==> config.mk <==
export PLATFORM = sky130hd
export DESIGN_NAME = stair_route_unit
export DESIGN_NICKNAME = d
export VERILOG_FILES = /design/src/rtl/stair_route_pkg.sv /design/src/rtl/stair_route_core.sv /design/src/rtl/stair_route_reg.sv /design/src/rtl/stair_route_unit.sv
export SDC_FILE = /design/constraint.sdc
export NUM_CORES = 1
export LEC_CHECK = 0
export BUFFER_PORTS_ARGS = -buffer_cell sky130_fd_sc_hd__buf_2
export CAP_MARGIN = 20
export CORE_AREA = 2 2 55 57
export CTS_CLUSTER_DIAMETER = 40
export CTS_CLUSTER_SIZE = 28
export DETAILED_ROUTE_END_ITERATION = 16
export DIE_AREA = 0 0 57 59
export GPL_TIMING_DRIVEN = 0
export PLACE_DENSITY = 0.82
export SLEW_MARGIN = 20
export SYNTH_ARGS = -nofsm -noshare
export SYNTH_HDL_FRONTEND = slang
export SYNTH_SLANG_ARGS = --single-unit
==> constraint.sdc <==
create_clock -name clk -period 1.29 [get_ports clk]
set_clock_uncertainty 0.2 [all_clocks]
set_input_delay 0 -clock clk [delete_from_list [all_inputs] [get_ports clk]]
set_output_delay 0 -clock clk [all_outputs]
set_load 0.02 [all_outputs]
==> src/rtl/stair_route_pkg.sv <==
package stair_route_pkg;

  localparam int NPORT   = 5;
  localparam int P_LOCAL = 0;
  localparam int P_XP    = 1;
  localparam int P_XN    = 2;
  localparam int P_YP    = 3;
  localparam int P_YN    = 4;

  // Band membership: columns 0..2n, rows between the two diagonals.
  function automatic logic in_region(input int x, input int y, input int n, input int m);
    return (x >= 0) && (x <= 2*n) && (y >= x - 2*m) && (y <= x);
  endfunction

  function automatic int hop_dist(input int ax, input int ay, input int bx, input int by);
    int ddx;
    int ddy;
    ddx = (ax > bx) ? ax - bx : bx - ax;
    ddy = (ay > by) ? ay - by : by - ay;
    return ddx + ddy;
  endfunction

endpackage

==> src/rtl/stair_route_core.sv <==
module stair_route_core
  import stair_route_pkg::*;
#(
  parameter int N  = 5,
  parameter int M  = 2,
  parameter int CW = 6
) (
  input  logic signed [CW-1:0] cur_x,
  input  logic signed [CW-1:0] cur_y,
  input  logic signed [CW-1:0] dst_x,
  input  logic signed [CW-1:0] dst_y,
  output logic [NPORT-1:0]     port_d
);

  int cx;
  int cy;
  int tx;
  int ty;
  logic east_ok;
  logic west_ok;

  assign cx = int'(cur_x);
  assign cy = int'(cur_y);
  assign tx = int'(dst_x);
  assign ty = int'(dst_y);

  // Is the neighbouring node in X still inside the staircase band?
  assign east_ok = in_region(cx + 1, cy, N, M);
  assign west_ok = in_region(cx - 1, cy, N, M);

  always_comb begin
    port_d = '0;
    if (cx == tx && cy == ty) begin
      port_d[P_LOCAL] = 1'b1;
    end else if (tx > cx) begin
      // blocked at the lower edge: climb along the edge first
      port_d[east_ok ? P_XP : P_YP] = 1'b1;
    end else if (tx < cx) begin
      // blocked at the upper edge: descend along the edge first
      port_d[west_ok ? P_XN : P_YN] = 1'b1;
    end else begin
      port_d[(ty > cy) ? P_YP : P_YN] = 1'b1;
    end
  end

endmodule

==> src/rtl/stair_route_reg.sv <==
module stair_route_reg #(
  parameter int W = 5
) (
  input  logic         clk,
  input  logic         rst_n,
  input  logic         en,
  input  logic [W-1:0] d,
  output logic         valid_q,
  output logic [W-1:0] q
);

  logic         valid_nxt;
  logic [W-1:0] q_nxt;

  always_comb begin
    valid_nxt = en;
    q_nxt     = en ? d : q;
  end

  always_ff @(posedge clk or negedge rst_n) begin
    if (!rst_n) begin
      valid_q <= 1'b0;
      q       <= '0;
    end else begin
      valid_q <= valid_nxt;
      q       <= q_nxt;
    end
  end

endmodule

==> src/rtl/stair_route_unit.sv <==
module stair_route_unit
  import stair_route_pkg::*;
#(
  parameter int N  = 5,
  parameter int M  = 2,
  parameter int CW = 6
) (
  input  logic                 clk,
  input  logic                 rst_n,
  input  logic                 req_valid,
  input  logic signed [CW-1:0] cur_x,
  input  logic signed [CW-1:0] cur_y,
  input  logic signed [CW-1:0] dst_x,
  input  logic signed [CW-1:0] dst_y,
  output logic                 rsp_valid,
  output logic [NPORT-1:0]     port_sel
);

  logic [NPORT-1:0] port_d;

  stair_route_core #(.N(N), .M(M), .CW(CW)) u_core (
    .cur_x (cur_x),
    .cur_y (cur_y),
    .dst_x (dst_x),
    .dst_y (dst_y),
    .port_d(port_d)
  );

  stair_route_reg #(.W(NPORT)) u_reg (
    .clk    (clk),
    .rst_n  (rst_n),
    .en     (req_valid),
    .d      (port_d),
    .valid_q(rsp_valid),
    .q      (port_sel)
  );

  // Request endpoints both inside the band (assumption gate for checks).
  logic req_in_band;
  assign req_in_band = in_region(int'(cur_x), int'(cur_y), N, M) &&
                       in_region(int'(dst_x), int'(dst_y), N, M);


  onehot_port_chk: assert property (@(posedge clk) disable iff (!rst_n)
    rsp_valid |-> ($countones(port_sel) == 1));


  local_match_chk: assert property (@(posedge clk) disable iff (!rst_n)
    rsp_valid |-> (port_sel[P_LOCAL] ==
      (($past(cur_x) == $past(dst_x)) && ($past(cur_y) == $past(dst_y)))));


  step_in_band_chk: assert property (@(posedge clk) disable iff (!rst_n)
    (rsp_valid && $past(req_in_band)) |->
      in_region(int'($past(cur_x)) + int'(port_sel[P_XP]) - int'(port_sel[P_XN]),
                int'($past(cur_y)) + int'(port_sel[P_YP]) - int'(port_sel[P_YN]), N, M));


  step_closer_chk: assert property (@(posedge clk) disable iff (!rst_n)
    (rsp_valid && $past(req_in_band) && !port_sel[P_LOCAL]) |->
      (hop_dist(int'($past(cur_x)) + int'(port_sel[P_XP]) - int'(port_sel[P_XN]),
                int'($past(cur_y)) + int'(port_sel[P_YP]) - int'(port_sel[P_YN]),
                int'($past(dst_x)), int'($past(dst_y))) + 1 ==
       hop_dist(int'($past(cur_x)), int'($past(cur_y)),
                int'($past(dst_x)), int'($past(dst_y)))));


  same_col_y_chk: assert property (@(posedge clk) disable iff (!rst_n)
    (rsp_valid && ($past(cur_x) == $past(dst_x))) |->
      (!port_sel[P_XP] && !port_sel[P_XN]));


  hold_idle_chk: assert property (@(posedge clk) disable iff (!rst_n)
    (!rsp_valid && $past(rst_n)) |=> (rsp_valid || $stable(port_sel)));

endmodule

After elaboration in Yosys (flattened, before gate mapping) --
Index checks and enable logic that the tools add are counted.
Storage, ports and cells: word-level logic and storage cells 48, register bits 6, input port bits 27, output and inout port bits 6
Cells by class: reductions and logical operators 10, add/subtract/negate cells 4, muxes and demuxes 13, eq/ne operators 2, $lt $le $gt $ge 17
Operators by type and width (number):
- $ge A32 B1 Y1 const B | 3
- $lt A32 B5 Y1 const B | 3
- $ge A6 B32 Y1 | 2
- $sub A7 B4 Y8 const B | 2
- $ge A7 B1 Y1 const B | 2
- $le A6 B7 Y1 | 2
- $le A7 B5 Y1 const B | 2
- $eq A6 B6 Y1 | 2
- $gt A6 B6 Y1 | 2
- $logic_and A1 B1 Y1 | 10
- $mux W5 | 2
- $demux W1 S3 | 3
- $add A6 B2 Y7 const B | 1
- $sub A6 B2 Y7 const B | 1
- $lt A6 B6 Y1 | 1
- $mux W3 | 2
- $mux W1 | 4
- $mux W4 | 1
- $mux W2 | 1

Depth between registers and ports, before layout --
Gate-level depths: netlist (run 1).
depth after elaboration 13, gate-level depth with buffers 14, depth with buffers taken out 14

Hierarchy --
A second synthesis (run 1) with hierarchy kept.
Unflattened totals: cell total of the unflattened synthesis 199, area, all modules 1594.0 µm²
By module, submodules not included:
- stair_route_core | area an instance 1387.6 µm², instances 1, seq. area each 0.0 µm², cells an instance 188
- stair_route_reg | area an instance 206.4 µm², instances 1, seq. area each 150.1 µm², cells an instance 11

Least setup slack after synthesis (run 1) --
Ideal clock, no wire load.
path type in2reg, start point input port cur_x[0], end point register u_reg.q[3], library setup time 121 ps, data required time 969 ps, slack -1047 ps, arrival 2016 ps, stages on the path 10, buffers on the path 0, path through ha_1 > and3_1 > xnor2_1 > ha_1 > and3_1 > o21ai_0 > nand3_1 > a2111oi_0 > nand4_1 > a22o_1
On the way: cells in the longest elaborated chain, start to end 13, elaborated cells on any way between the ends 37, classes of those cells 4 x add/sub; 14 x order compare; 1 x eq/ne; 9 x mux; 9 x reduce/logical
RTL lines:
- start: declaration | RTL line stair_route_unit.sv:11 | input logic signed [CW-1:0] cur_x,
- $sub A6 B2 Y7 | RTL line stair_route_core.sv:29 | assign west_ok = in_region(cx - 1, cy, N, M);
- $sub A7 B4 Y8, or another cell as far along | RTL line stair_route_pkg.sv:12 | return (x >= 0) && (x <= 2*n) && (y >= x - 2*m) && (y <= x);
- $ge A6 B32 Y1 / $logic_and A1 B1 Y1 (equally long branches) | RTL line stair_route_pkg.sv:12
- $logic_and A1 B1 Y1 (2 in a row) | RTL line stair_route_pkg.sv:12
- $mux W3 | RTL line stair_route_core.sv:40 | port_d[west_ok ? P_XN : P_YN] = 1'b1;
- $ge A32 B1 Y1 (not written as such) / $lt A32 B5 Y1 (equally long branches) | RTL line stair_route_core.sv:40
- $logic_and A1 B1 Y1 (not written as such) | RTL line stair_route_core.sv:40
- $mux W1 | RTL line stair_route_core.sv:40
- $demux W1 S3
- $mux W5 | RTL line stair_route_core.sv:38 | end else if (tx < cx) begin
- $mux W5 | RTL line stair_route_core.sv:35 | end else if (tx > cx) begin
- $mux W4 * | RTL line stair_route_core.sv:33 | if (cx == tx && cy == ty) begin
- end signal: assignment | RTL line stair_route_reg.sv:26 | q <= q_nxt;
- end: declaration | RTL line stair_route_reg.sv:9 | output logic [W-1:0] q
Every way passes the cells marked *; elsewhere a longest branch is shown, timed or not. A chain may end at the register's enable or synchronous reset.

Final worst setup path (run 1) --
start point input port cur_x[1], end point register u_reg.q[4]
Same word-level chain as after synthesis.

==> qor.csv, run 1 <==
metric,value,unit
final hold vios,0,
count of final setup violators,5,
diode count,0,
Peak VDD IR,0.8380,mV
Internal Pwr Total,0.8003,mW
first-pass GRT wire length,7852,um
drc violations,0,
synth warn,0,
Sink Count,6,
vias,2003,
worst skew pair latency,0.26,ns
WS Path Type,input port to register,
post-layout min period,2.383,ns
drt initial violations,141,
clock power share,0.135,
H-Tree Depth,1,
core area,2710,um2
Worst Tran Pin Value,0.4619,ns
Yosys reg bits,6,
grt total ovfl,0,
failing checks,negative setup slack,
largest net degree at the start of global routing,11,
Power Total,1.460,mW
I/O Buffers,29,
"Cell Area, Placed",1902,um2
DR WL/cell,22.15,um
initial antenna violation count,0,
min-delay worst type,input port to register,
Crit path required time,1.24,ns
syn_nets,267,
Worst setup EP type,register,
crit share post-route,1.848,
"Worst Setup Slack, final",-1.093,ns
initial core utilization,0.5766,
top achievable clock speed,419.6,MHz
Die ar.,3363,um2
hpwl dp,3278,um
switching share of power,0.4520,
fin. max-slew vios,0,
final layout net count,335,
drt via density,6.767,
GPL Wtd Cong,0.9086,
total of max-cap violations,0,
vias in the first global route,1821,
CTS Buf Count,3,
count of cell types in the netlist,38,
Rel. slew slack,0.6906,
IO Pins,33,
Seq pwr share,0.147,
gr usage total,0.2982,
"Arr. time, crit path",2.33,ns
Max Root-Sink Buffers,2,
CTS tree,yes,
post-route ant nets,0,
post-route cell area,2461,um2
DRT Wirelength,6555,um
Root Buffer,clkbuf_4,
die height,59,um
Die Span X,57,um
RSZ-0062 raised after global routing,yes,
CP startpoint kind,input port,
status,finished with violations,
first-pass detailed-route iteration total,7,
pwr/cell area,593.4,nW/um2
Synth Cell Area,1563,um2
Syn-to-layout area delta,57.49,%
NetSw,0.6600,mW
part of the Yosys area used for sequential elements,0.09608,
Clock transition at path regs,0.05,ns
Critical Path Fanout Max,7,
syn avg cell area,7.853,um2
Comb power frac,0.718,
Leakage,1.189,nW
Core Rows,19,
share of layout cells above drive strength 1,0.4075,
Gate Count Post-Synth,199,
==> cell type report <==
| class | count | area, um2 |
|---|---|---|
| inverter | 24 | 108.9 |
| fill | 110 | 249.0 |
| buffer | 4 | 66.31 |
| timing repair buffer | 63 | 484.2 |
| clock buffer | 3 | 22.52 |
| multi-input combinational | 165 | 1590 |
| sequential | 6 | 150.1 |
| tap | 31 | 38.79 |
==> per-layer routing <==
layer | part of all wire | global-route usage
met5 | 0 | 0
met4 | 0.061 | 0.1030
met3 | 0.085 | 0.04148
met2 | 0.49 | 0.5961
met1 | 0.36 | 0.3166
==> timing repair <==
| item | CTS | global route |
|---|---|---|
| pin swaps | 23 | 18 |
| gates cloned | 0 | 1 |
| resized for setup | 31 | 22 |
| endpoints found under the hold margin | 12 | 0 |
| endpoints found under the setup margin | 5 | 5 |
| setup buffers | 16 | 14 |
| hold buffers | 3 | 0 |
==> Yosys cell counts <==
| master | number | area [um2] |
|---|---|---|
| ha_1 | 41 | 513.0 |
| a31oi_1 | 2 | 12.51 |
| nand4_1 | 6 | 37.54 |
| a21oi_1 | 17 | 85.08 |
| maj3_2 | 1 | 11.26 |
| buf_6 | 1 | 11.26 |
| o22ai_1 | 2 | 12.51 |
| o21a_1 | 1 | 7.510 |
| inv_1 | 24 | 90.09 |
| nor3_1 | 2 | 10.01 |
| nand2_1 | 10 | 37.54 |
| o21ai_0 | 11 | 55.05 |
| nor2_1 | 14 | 52.55 |
| o211ai_1 | 1 | 7.510 |
| and4b_1 | 1 | 10.01 |
| xnor2_2 | 2 | 32.53 |
| a211oi_1 | 1 | 7.510 |
| a211o_1 | 1 | 8.760 |
| o221a_2 | 1 | 11.26 |
| a22o_1 | 2 | 17.52 |
| a21o_1 | 4 | 30.03 |
| o311ai_1 | 1 | 8.760 |
| buf_2 | 2 | 10.01 |
| nor3b_1 | 4 | 30.03 |
| xor2_1 | 3 | 26.28 |
| nor2b_1 | 5 | 31.28 |
| nor3_4 | 1 | 16.27 |
| dfrtp_1 | 6 | 150.1 |
| clkbuf_1 | 1 | 3.750 |
| a2111oi_0 | 2 | 17.52 |
| and3_1 | 5 | 31.28 |
| o2bb2ai_1 | 3 | 26.28 |
| nand3_1 | 7 | 35.03 |
| and4_1 | 1 | 8.760 |
| nand2b_1 | 2 | 12.51 |
| a221oi_1 | 1 | 8.760 |
| xnor2_1 | 9 | 78.83 |
| and2_1 | 1 | 6.260 |
==> worst paths after layout <==
kind | startpoint | end | slack (ns) | depth (start not counted)
max | cur_x[1] | u_reg.q[4] | -1.09 | 14
min | cur_x[5] | u_reg.q[2] | 0.1 | 6
max reg2reg | u_reg.q[3] | u_reg.q[3] | 0.36 | 1
min reg2reg | u_reg.q[0] | u_reg.q[0] | 0.29 | 1
max in group asynchronous | rst_n | u_reg.valid_q | 0.09 | 3
min in group asynchronous | rst_n | u_reg.q[4] | 0.57 | 3
==> state kept, by name, indices dropped and copies added (netlist names) <==
register / count
u_reg.q: 5
u_reg.valid_q: 1
==> cell families after synthesis <==
group,count (synthesis),share of synthesized area
DFF,6,0.09607
adders and majority gates,42,0.3355
AOI/OAI and AO/OA,50,0.2026
and+or+nand+nor,59,0.2042
buffers and inverters,28,0.07366
xor gates and xnor gates,14,0.08808
==> per-stage QoR <==
step	setup WS (ns)	cells	hold WS, ns	utilization	setup TNS, ns
after floorplan	-0.8830	199	-0.4956	-	-3.291
after global placement	-1.428	259	-0.3786	0.7018	-5.615
after detailed placement	-1.498	259	-0.3709	0.7018	-5.939
after CTS	-0.8154	281	0.09117	0.8167	-3.145
after global routing	-1.133	296	0.1066	0.9081	-4.395
final	-1.093	296	0.09614	0.9081	-4.277
==> layout by cell type (no fill, tap or decap), types with 4 or more instances in the layout <==
cell type   n
ha_1       35
clkbuf_4    4
buf_12      5
a21o_1      4
o21ai_0     8
buf_2      25
xnor2_4     4
nor2b_1     5
and3_1      4
a21oi_1    17
buf_6       4
nor2_1     12
buf_4      27
ha_4        6
dfrtp_1     6
nand4_1     6
xnor2_1     6
inv_1      17
nand2_1     7
nand3_1     5
==> power groups by stage <==
stage	Combinational, mW	Sequential, mW	Clock, mW
after floorplan	0.486	0.234	0
after global placement	0.662	0.213	0
after detailed placement	0.701	0.215	0
after CTS	0.824	0.212	0.182
after global routing	1.11	0.214	0.198
final	1.05	0.214	0.198
==> worst max-delay path, cell delays in order <==
cell       delay [ns]
buf_12           0.12
buf_4            0.14
nor2_1           0.17
nor2_1           0.08
a21oi_1          0.23
o2bb2ai_2        0.15
a21oi_1          0.27
ha_1             0.19
inv_1            0.09
a21oi_1          0.18
o211ai_1         0.15
nor3_2           0.18
o311ai_2         0.17
a22o_1           0.20
(Power assumes the default switching activity.)
==> inputs of run 2 (changes only) <==
--- a/config.mk
+++ b/config.mk
@@ -7,13 +7,13 @@
 export LEC_CHECK = 0
 export BUFFER_PORTS_ARGS = -buffer_cell sky130_fd_sc_hd__buf_2
 export CAP_MARGIN = 20
-export CORE_AREA = 2 2 55 57
+export CORE_AREA = 2 2 59 61
 export CTS_CLUSTER_DIAMETER = 40
 export CTS_CLUSTER_SIZE = 28
 export DETAILED_ROUTE_END_ITERATION = 16
-export DIE_AREA = 0 0 57 59
+export DIE_AREA = 0 0 61 63
 export GPL_TIMING_DRIVEN = 0
-export PLACE_DENSITY = 0.82
+export PLACE_DENSITY = 0.76
 export SLEW_MARGIN = 20
 export SYNTH_ARGS = -nofsm -noshare
 export SYNTH_HDL_FRONTEND = slang
==> constraint.sdc (replaced) <==
create_clock -name clk -period 2.12 [get_ports clk]
set_clock_uncertainty 0.2 [all_clocks]
set_input_delay 0 -clock clk [delete_from_list [all_inputs] [get_ports clk]]
set_output_delay 0 -clock clk [all_outputs]
set_load 0.02 [all_outputs]
==> run 2 against run 1 <==
The flow still finishes with violations (negative setup slack). Non-clock buffer count down 14. Register-to-register slack better by 0.83 ns. Sequential share of layout area rose by 0.56 points. Count of clock-buffer cells in the layout unchanged. Sequential cell count unchanged. First-iteration DRC count is 47% lower. Critical path type unchanged. Largest power group unchanged.
==> qor.csv, run 2 (synthesized netlist as in run 1, its figures left out) <==
metric,value,unit
DRT Wirelength,4254,um
total of max-cap violations,0,
GPL Wtd Cong,0.8037,
crit share post-route,1.055,
DR top layer,met4,
Die Span X,61,um
post-layout min period,2.237,ns
Sink Count,6,
max FFs per register,5,
Rel. slew slack,0.6977,
min-delay worst type,input port to register,
RSZ-0062 raised after global routing,yes,
Peak VDD IR,0.1392,mV
Crit path required time,2.06,ns
"CP delay by family, top",compound AO/OA/AOI/OAI gates,
"Worst Setup Slack, final",-0.1174,ns
Leakage,1.115,nW
pwr/cell area,333.9,nW/um2
most frequent CP cell,o22ai_1,
routed wl met2,2303,um
CTS Buf Count,3,
"leading cell type in the layout, fill and taps excluded",ha_1,
met1 wire length,1769,um
DR WL/cell,14.32,um
CTS tree,yes,
CP startpoint kind,input port,
CP peak stage delay,0.39,ns
Critical Path Fanout Max,4,
Placed Instances,274,
final setup TNS,-0.1174,ns
Power Total,0.7523,mW
Worst setup EP type,register,
first-pass GRT wire length,6886,um
"Arr. time, crit path",2.17,ns
routed wl met3,157,um
H-Tree Depth,1,
drt via density,5.458,
top achievable clock speed,446.9,MHz
Die ar.,3843,um2
vias,1621,
CP Cell Sequence,"bufbuf_16, buf_4, nand2_1, a21oi_1, a211oi_2, o22ai_1, ha_1, o22ai_1, a2111oi_2, nand4_1, a22o_1",
fin. max-slew vios,0,
count of final setup violators,1,
diode count,0,
failing checks,negative setup slack,
die height,63,um
initial core utilization,0.4835,
fill count,247,
Worst Tran Pin Value,0.4513,ns
I/O Buffers,29,
Top reg by flops,u_reg.q,
drc violations,0,
gr usage total,0.2281,
Syn-to-layout area delta,44.20,%
core area,3232,um2
final layout net count,321,
IO Pins,33,
first-pass detailed-route iteration total,4,
initial antenna violation count,0,
vias in the first global route,1636,
Clock transition at path regs,0.04,ns
"Slowest-stage cell, CP",a2111oi_2,
utilization after layout,0.6973,
Top Registers,"u_reg.q: 5 flops, u_reg.valid_q: 1 flops",
status,finished with violations,
drt initial violations,75,
"Cell Count, Final, Fillers Out",297,
Bufs and invs on worst path,2,
worst skew pair latency,0.25,ns
WS Path Type,input port to register,
grt total ovfl,0,
share of layout cells above drive strength 1,0.3426,
final hold vios,0,
Max Root-Sink Buffers,2,
"leading cell types in the layout, fill and taps excluded","37 x ha_1, 27 x buf_2, 19 x inv_1, 18 x buf_4, 17 x a21oi_1",
"worst slack, placed",-0.6476,ns
largest net degree at the start of global routing,11,
Root Buffer,clkbuf_4,
Core Rows,21,
hpwl dp,2984,um
post-route ant nets,0,
==> run 2: timing repair <==
item | 4_1_cts | 5_1_grt
setup endpoints to repair | 4 | 4
gates resized for setup | 28 | 19
gates cloned | 1 | 0
endpoints found under the hold margin | 12 | 0
pin swaps | 14 | 11
hold buffers | 3 | 0
buffers inserted | 8 | 8
==> run 2: final timing paths <==
| kind | from | end | slack, ns | depth (start not counted) |
|---|---|---|---|---|
| min in group asynchronous | rst_n | u_reg.q[4] | 0.48 | 3 |
| worst max-delay path | cur_x[0] | u_reg.q[3] | -0.12 | 11 |
| worst min register to register | u_reg.q[2] | u_reg.q[2] | 0.29 | 1 |
| worst min-delay path | cur_x[5] | u_reg.q[2] | 0.08 | 6 |
| worst max register to register | u_reg.q[3] | u_reg.q[3] | 1.19 | 1 |
| max in group asynchronous | rst_n | u_reg.valid_q | 1.04 | 3 |
==> run 2: report_power, final <==
group / total, mW / internal [mW] / switching (mW)
clock network: 0.106 / 0.0640 / 0.0419
registers: 0.129 / 0.124 / 0.00507
logic: 0.517 / 0.251 / 0.266
total: 0.752 / 0.439 / 0.313
==> run 2: per-layer routing <==
metal,track usage,up-vias
met5,0,-
met4,0.06522,0
met3,0.03313,3
met2,0.4126,41
met1,0.2667,752
li1,-,825
==> run 2: metrics by stage <==
stage / hold WS [ns] / area [um2]
2_1_floorplan: -0.4956 / 1639
3_3_place_gp: -0.3774 / 1842
3_5_place_dp: -0.3773 / 1842
4_1_cts: 0.04629 / 2110
5_1_grt: 0.1484 / 2253
6_report: 0.07703 / 2253
==> run 2: layout make-up <==
class | instances | area [um2] | share of cell area
timing repair buffer | 49 | 357.8 | 0.1588
tap | 46 | 57.56 | 0.02554
buffer | 4 | 46.29 | 0.02054
inverter | 24 | 95.09 | 0.04220
multi-input combinational | 165 | 1524 | 0.6763
sequential | 6 | 150.1 | 0.06663
clock buffer | 3 | 22.52 | 0.009994
==> run 2: tightest hold or removal path: cells and delay by family <==
family | cells | cell delay, ns
buffers and inverters | 1 | 0.13
AOI/OAI and AO/OA | 4 | 0.31
and+or+nand+nor | 1 | 0.05
==> inputs of run 3 (changes only) <==
--- a/config.mk
+++ b/config.mk
@@ -5,15 +5,15 @@
 export SDC_FILE = /design/constraint.sdc
 export NUM_CORES = 1
 export LEC_CHECK = 0
+export ABC_AREA = 1
 export BUFFER_PORTS_ARGS = -buffer_cell sky130_fd_sc_hd__buf_2
-export CAP_MARGIN = 20
-export CORE_AREA = 2 2 59 61
+export CORE_AREA = 2 2 64 66
 export CTS_CLUSTER_DIAMETER = 40
 export CTS_CLUSTER_SIZE = 28
 export DETAILED_ROUTE_END_ITERATION = 16
-export DIE_AREA = 0 0 61 63
+export DIE_AREA = 0 0 66 68
 export GPL_TIMING_DRIVEN = 0
-export PLACE_DENSITY = 0.76
+export PLACE_DENSITY = 0.75
 export SLEW_MARGIN = 20
 export SYNTH_ARGS = -nofsm -noshare
 export SYNTH_HDL_FRONTEND = slang
==> run 3 against run 2 <==
The flow now finishes without violations. Synthesized area up 20%. Hold slack better by 0.048 ns. Critical path depth up 4. Die area up 17%. Largest power group unchanged. Critical path type unchanged. Via count up 22%. Sequential share of layout area down 0.28 points. Combinational power up 9.7%. Count of clock-buffer cells in the layout unchanged. Wire length up 5.4%. Core utilization down 8.7 points. Final area up 4.4%.
==> qor.csv, run 3 <==
metric,value,unit
Die ar.,4488,um2
CP startpoint kind,input port,
vias,1984,
Rel. slew slack,0.7854,
Clock transition at path regs,0.03,ns
drt via density,4.851,
Crit path required time,2.03,ns
vias in the first global route,1753,
post-route ant nets,0,
Area contributors post-synth,"ha_1 27%, nand2_1 21%, inv_1 11%",
total of max-cap violations,0,
GPL Wtd Cong,0.8610,
met1 Use GR,0.2742,
Core Rows,23,
CTS Buf Count,3,
Hold Path Sink,u_reg.q[3],
"leading cell types in the layout, fill and taps excluded","104 x nand2_1, 53 x inv_1, 39 x ha_1, 29 x buf_2, 27 x nor2_1",
DR WL/cell,10.96,um
WS Path Type,input port to register,
final layout net count,429,
CP peak stage delay,0.28,ns
Die Span X,66,um
synth warn,0,
H-Tree Depth,1,
share of layout cells above drive strength 1,0.1978,
Worst Tran Pin Value,0.3185,ns
Critical R2R Launch,u_reg.q[0],
reg-to-reg setup timing slack,1.30,ns
"Cell Area, Placed",2102,um2
Sink Count,6,
core area,3856,um2
status,"finished, final reports clean",
DRT Wirelength,4483,um
top post-synthesis cells by count,"105 x nand2_1, 57 x inv_1, 41 x ha_1",
final hold vios,0,
Top reg by flops,u_reg.q,
M3 GR Usage,0.009868,
fin. max-slew vios,0,
first-pass GRT wire length,7300,um
initial core utilization,0.4860,
most frequent cell after synthesis,nand2_1,
count of cell types in the netlist,24,
I/O Buffers,31,
Worst Reg-to-Reg Cells,2,
max FFs per register,5,
final setup TNS,0,ns
Async SR Flop Fraction,1.000,
most frequent CP cell,nand2_1,
Gate Count Post-Synth,315,
fill count,383,
grt total ovfl,0,
die height,68,um
drc violations,0,
Max Root-Sink Buffers,2,
hold path depth,7,
reg-to-reg critical path endpoint,u_reg.q[0],
hold_sp,cur_x[5],
Power Total,0.8639,mW
min-delay worst type,input port to register,
top achievable clock speed,479.0,MHz
CP Cell Sequence,"buf_12, ha_4, xnor2_4, buf_4, ha_1, a31oi_1, ha_1, nand2_1, inv_1, a21oi_2, nand3_1, nand3_1, nand4_1, nand2_1, nand2_1",
diode count,0,
Worst setup EP type,register,
"CP delay by family, top",adder cells,
Bufs and invs on worst path,3,
Peak VDD IR,0.1487,mV
initial antenna violation count,0,
"area leader, netlist",ha_1,
Root Buffer,clkbuf_8,
part of the Yosys area used for sequential elements,0.08011,
Yosys reg bits,6,
"leading cell type in the layout, fill and taps excluded",nand2_1,
number of synthesized flops with an enable pin,0,
count of final setup violators,0,
post-layout min period,2.087,ns
CTS tree,yes,
first-pass detailed-route iteration total,4,
largest net degree at the start of global routing,12,
worst skew pair latency,0.22,ns
"Slowest-stage cell, CP",ha_1,
hpwl dp,3659,um
Top Registers,"u_reg.q: 5 flops, u_reg.valid_q: 1 flops",
M2 GR Usage,0.3687,
GR peak layer,met2,
RSZ-0062 raised after global routing,yes,
syn avg cell area,5.950,um2
"Arr. time, crit path",2.00,ns
pwr/cell area,367.3,nW/um2
Syn-to-layout area delta,25.50,%
utilization after layout,0.6100,
Leakage,1.422,nW
gr usage total,0.2065,
Synth top area share,0.2737,
IO Pins,33,
"Top FF cell, synth",dfrtp_1,
syn_nets,383,
drt initial violations,77,
post-route cell area,2352,um2
Synth Cell Area,1874,um2
crit share post-route,0.9847,
Critical Path Fanout Max,6,
## run 3: cell types whose count changed after synthesis, moves of 4 or more
| cell | previous run | this run |
|---|---|---|
| a21oi_1 | 17 | 13 |
| and3_1 | 5 | 0 |
| inv_1 | 24 | 57 |
| nand2_1 | 10 | 105 |
| nand3_1 | 7 | 24 |
| nor2_1 | 14 | 29 |
| nor2b_1 | 5 | 0 |
| nor3b_1 | 4 | 0 |
| o21ai_0 | 11 | 3 |
| xnor2_1 | 9 | 3 |
## run 3: worst max-delay path by stage
stage	from	endpoint	depth (start not counted)
floorplan	cur_x[0]	u_reg.q[3]	15
global placement	cur_x[0]	u_reg.q[4]	18
detailed placement	cur_x[0]	u_reg.q[4]	18
CTS	cur_x[0]	u_reg.q[1]	19
global route	cur_x[1]	u_reg.q[1]	19
finish	cur_x[1]	u_reg.q[3]	15
## run 3: timing repair
item / 4_1_cts / 5_1_grt
setup buffers: 3 / 4
hold buffers: 3 / 0
endpoints found under the hold margin: 12 / 0
pin swaps: 2 / 9
setup endpoints to repair: 4 / 4
resized for setup: 16 / 12
## run 3: layer usage
metal  routed length [um]  share of wire  vias to the layer above
met1                 2163           0.48                      839
met4                   62          0.014                        0
met2                 2081           0.46                       47
li1                     -              -                     1093
met5                    0              0                        -
met3                  175          0.039                        5
## run 3: metrics by stage
stage                     setup slack (ns)  std cells  hold WS [ns]
after global routing               -0.1660        409        0.2024
after detailed placement           -0.4773        396       -0.3693
after global placement             -0.4560        396       -0.3767
after CTS                         0.007909        405        0.1211
final                              0.03252        409        0.1249
after floorplan                   0.005611        315       -0.4956
## run 3: logic make-up after synthesis
group,synth area share
AOI/OAI and AO/OA,0.06942
xor gates and xnor gates,0.04874
adders and majority gates,0.2737
buffers and inverters,0.1242
DFF,0.08010
and+or+nand+nor,0.4039
## run 3: power by group
part / switching [mW] / internal, mW
registers: 0.00428 / 0.126
logic: 0.337 / 0.230
clock network: 0.0449 / 0.122
## run 3: layout make-up
type,instances,area [um2],area share
buffer,1,11.26,0.004787
clock buffer,3,41.29,0.01755
inverter,59,221.5,0.09415
multi-input combinational,249,1598,0.6793
sequential,6,150.1,0.06383
tap,50,62.56,0.02660
timing repair buffer,41,267.8,0.1138
## run 3: tightest hold or removal path, delay by kind of cell
| kind | cells | cell delay, ns |
|---|---|---|
| and+or+nand+nor | 5 | 0.29 |
| buffers and inverters | 1 | 0.13 |
| AOI/OAI and AO/OA | 1 | 0.09 |
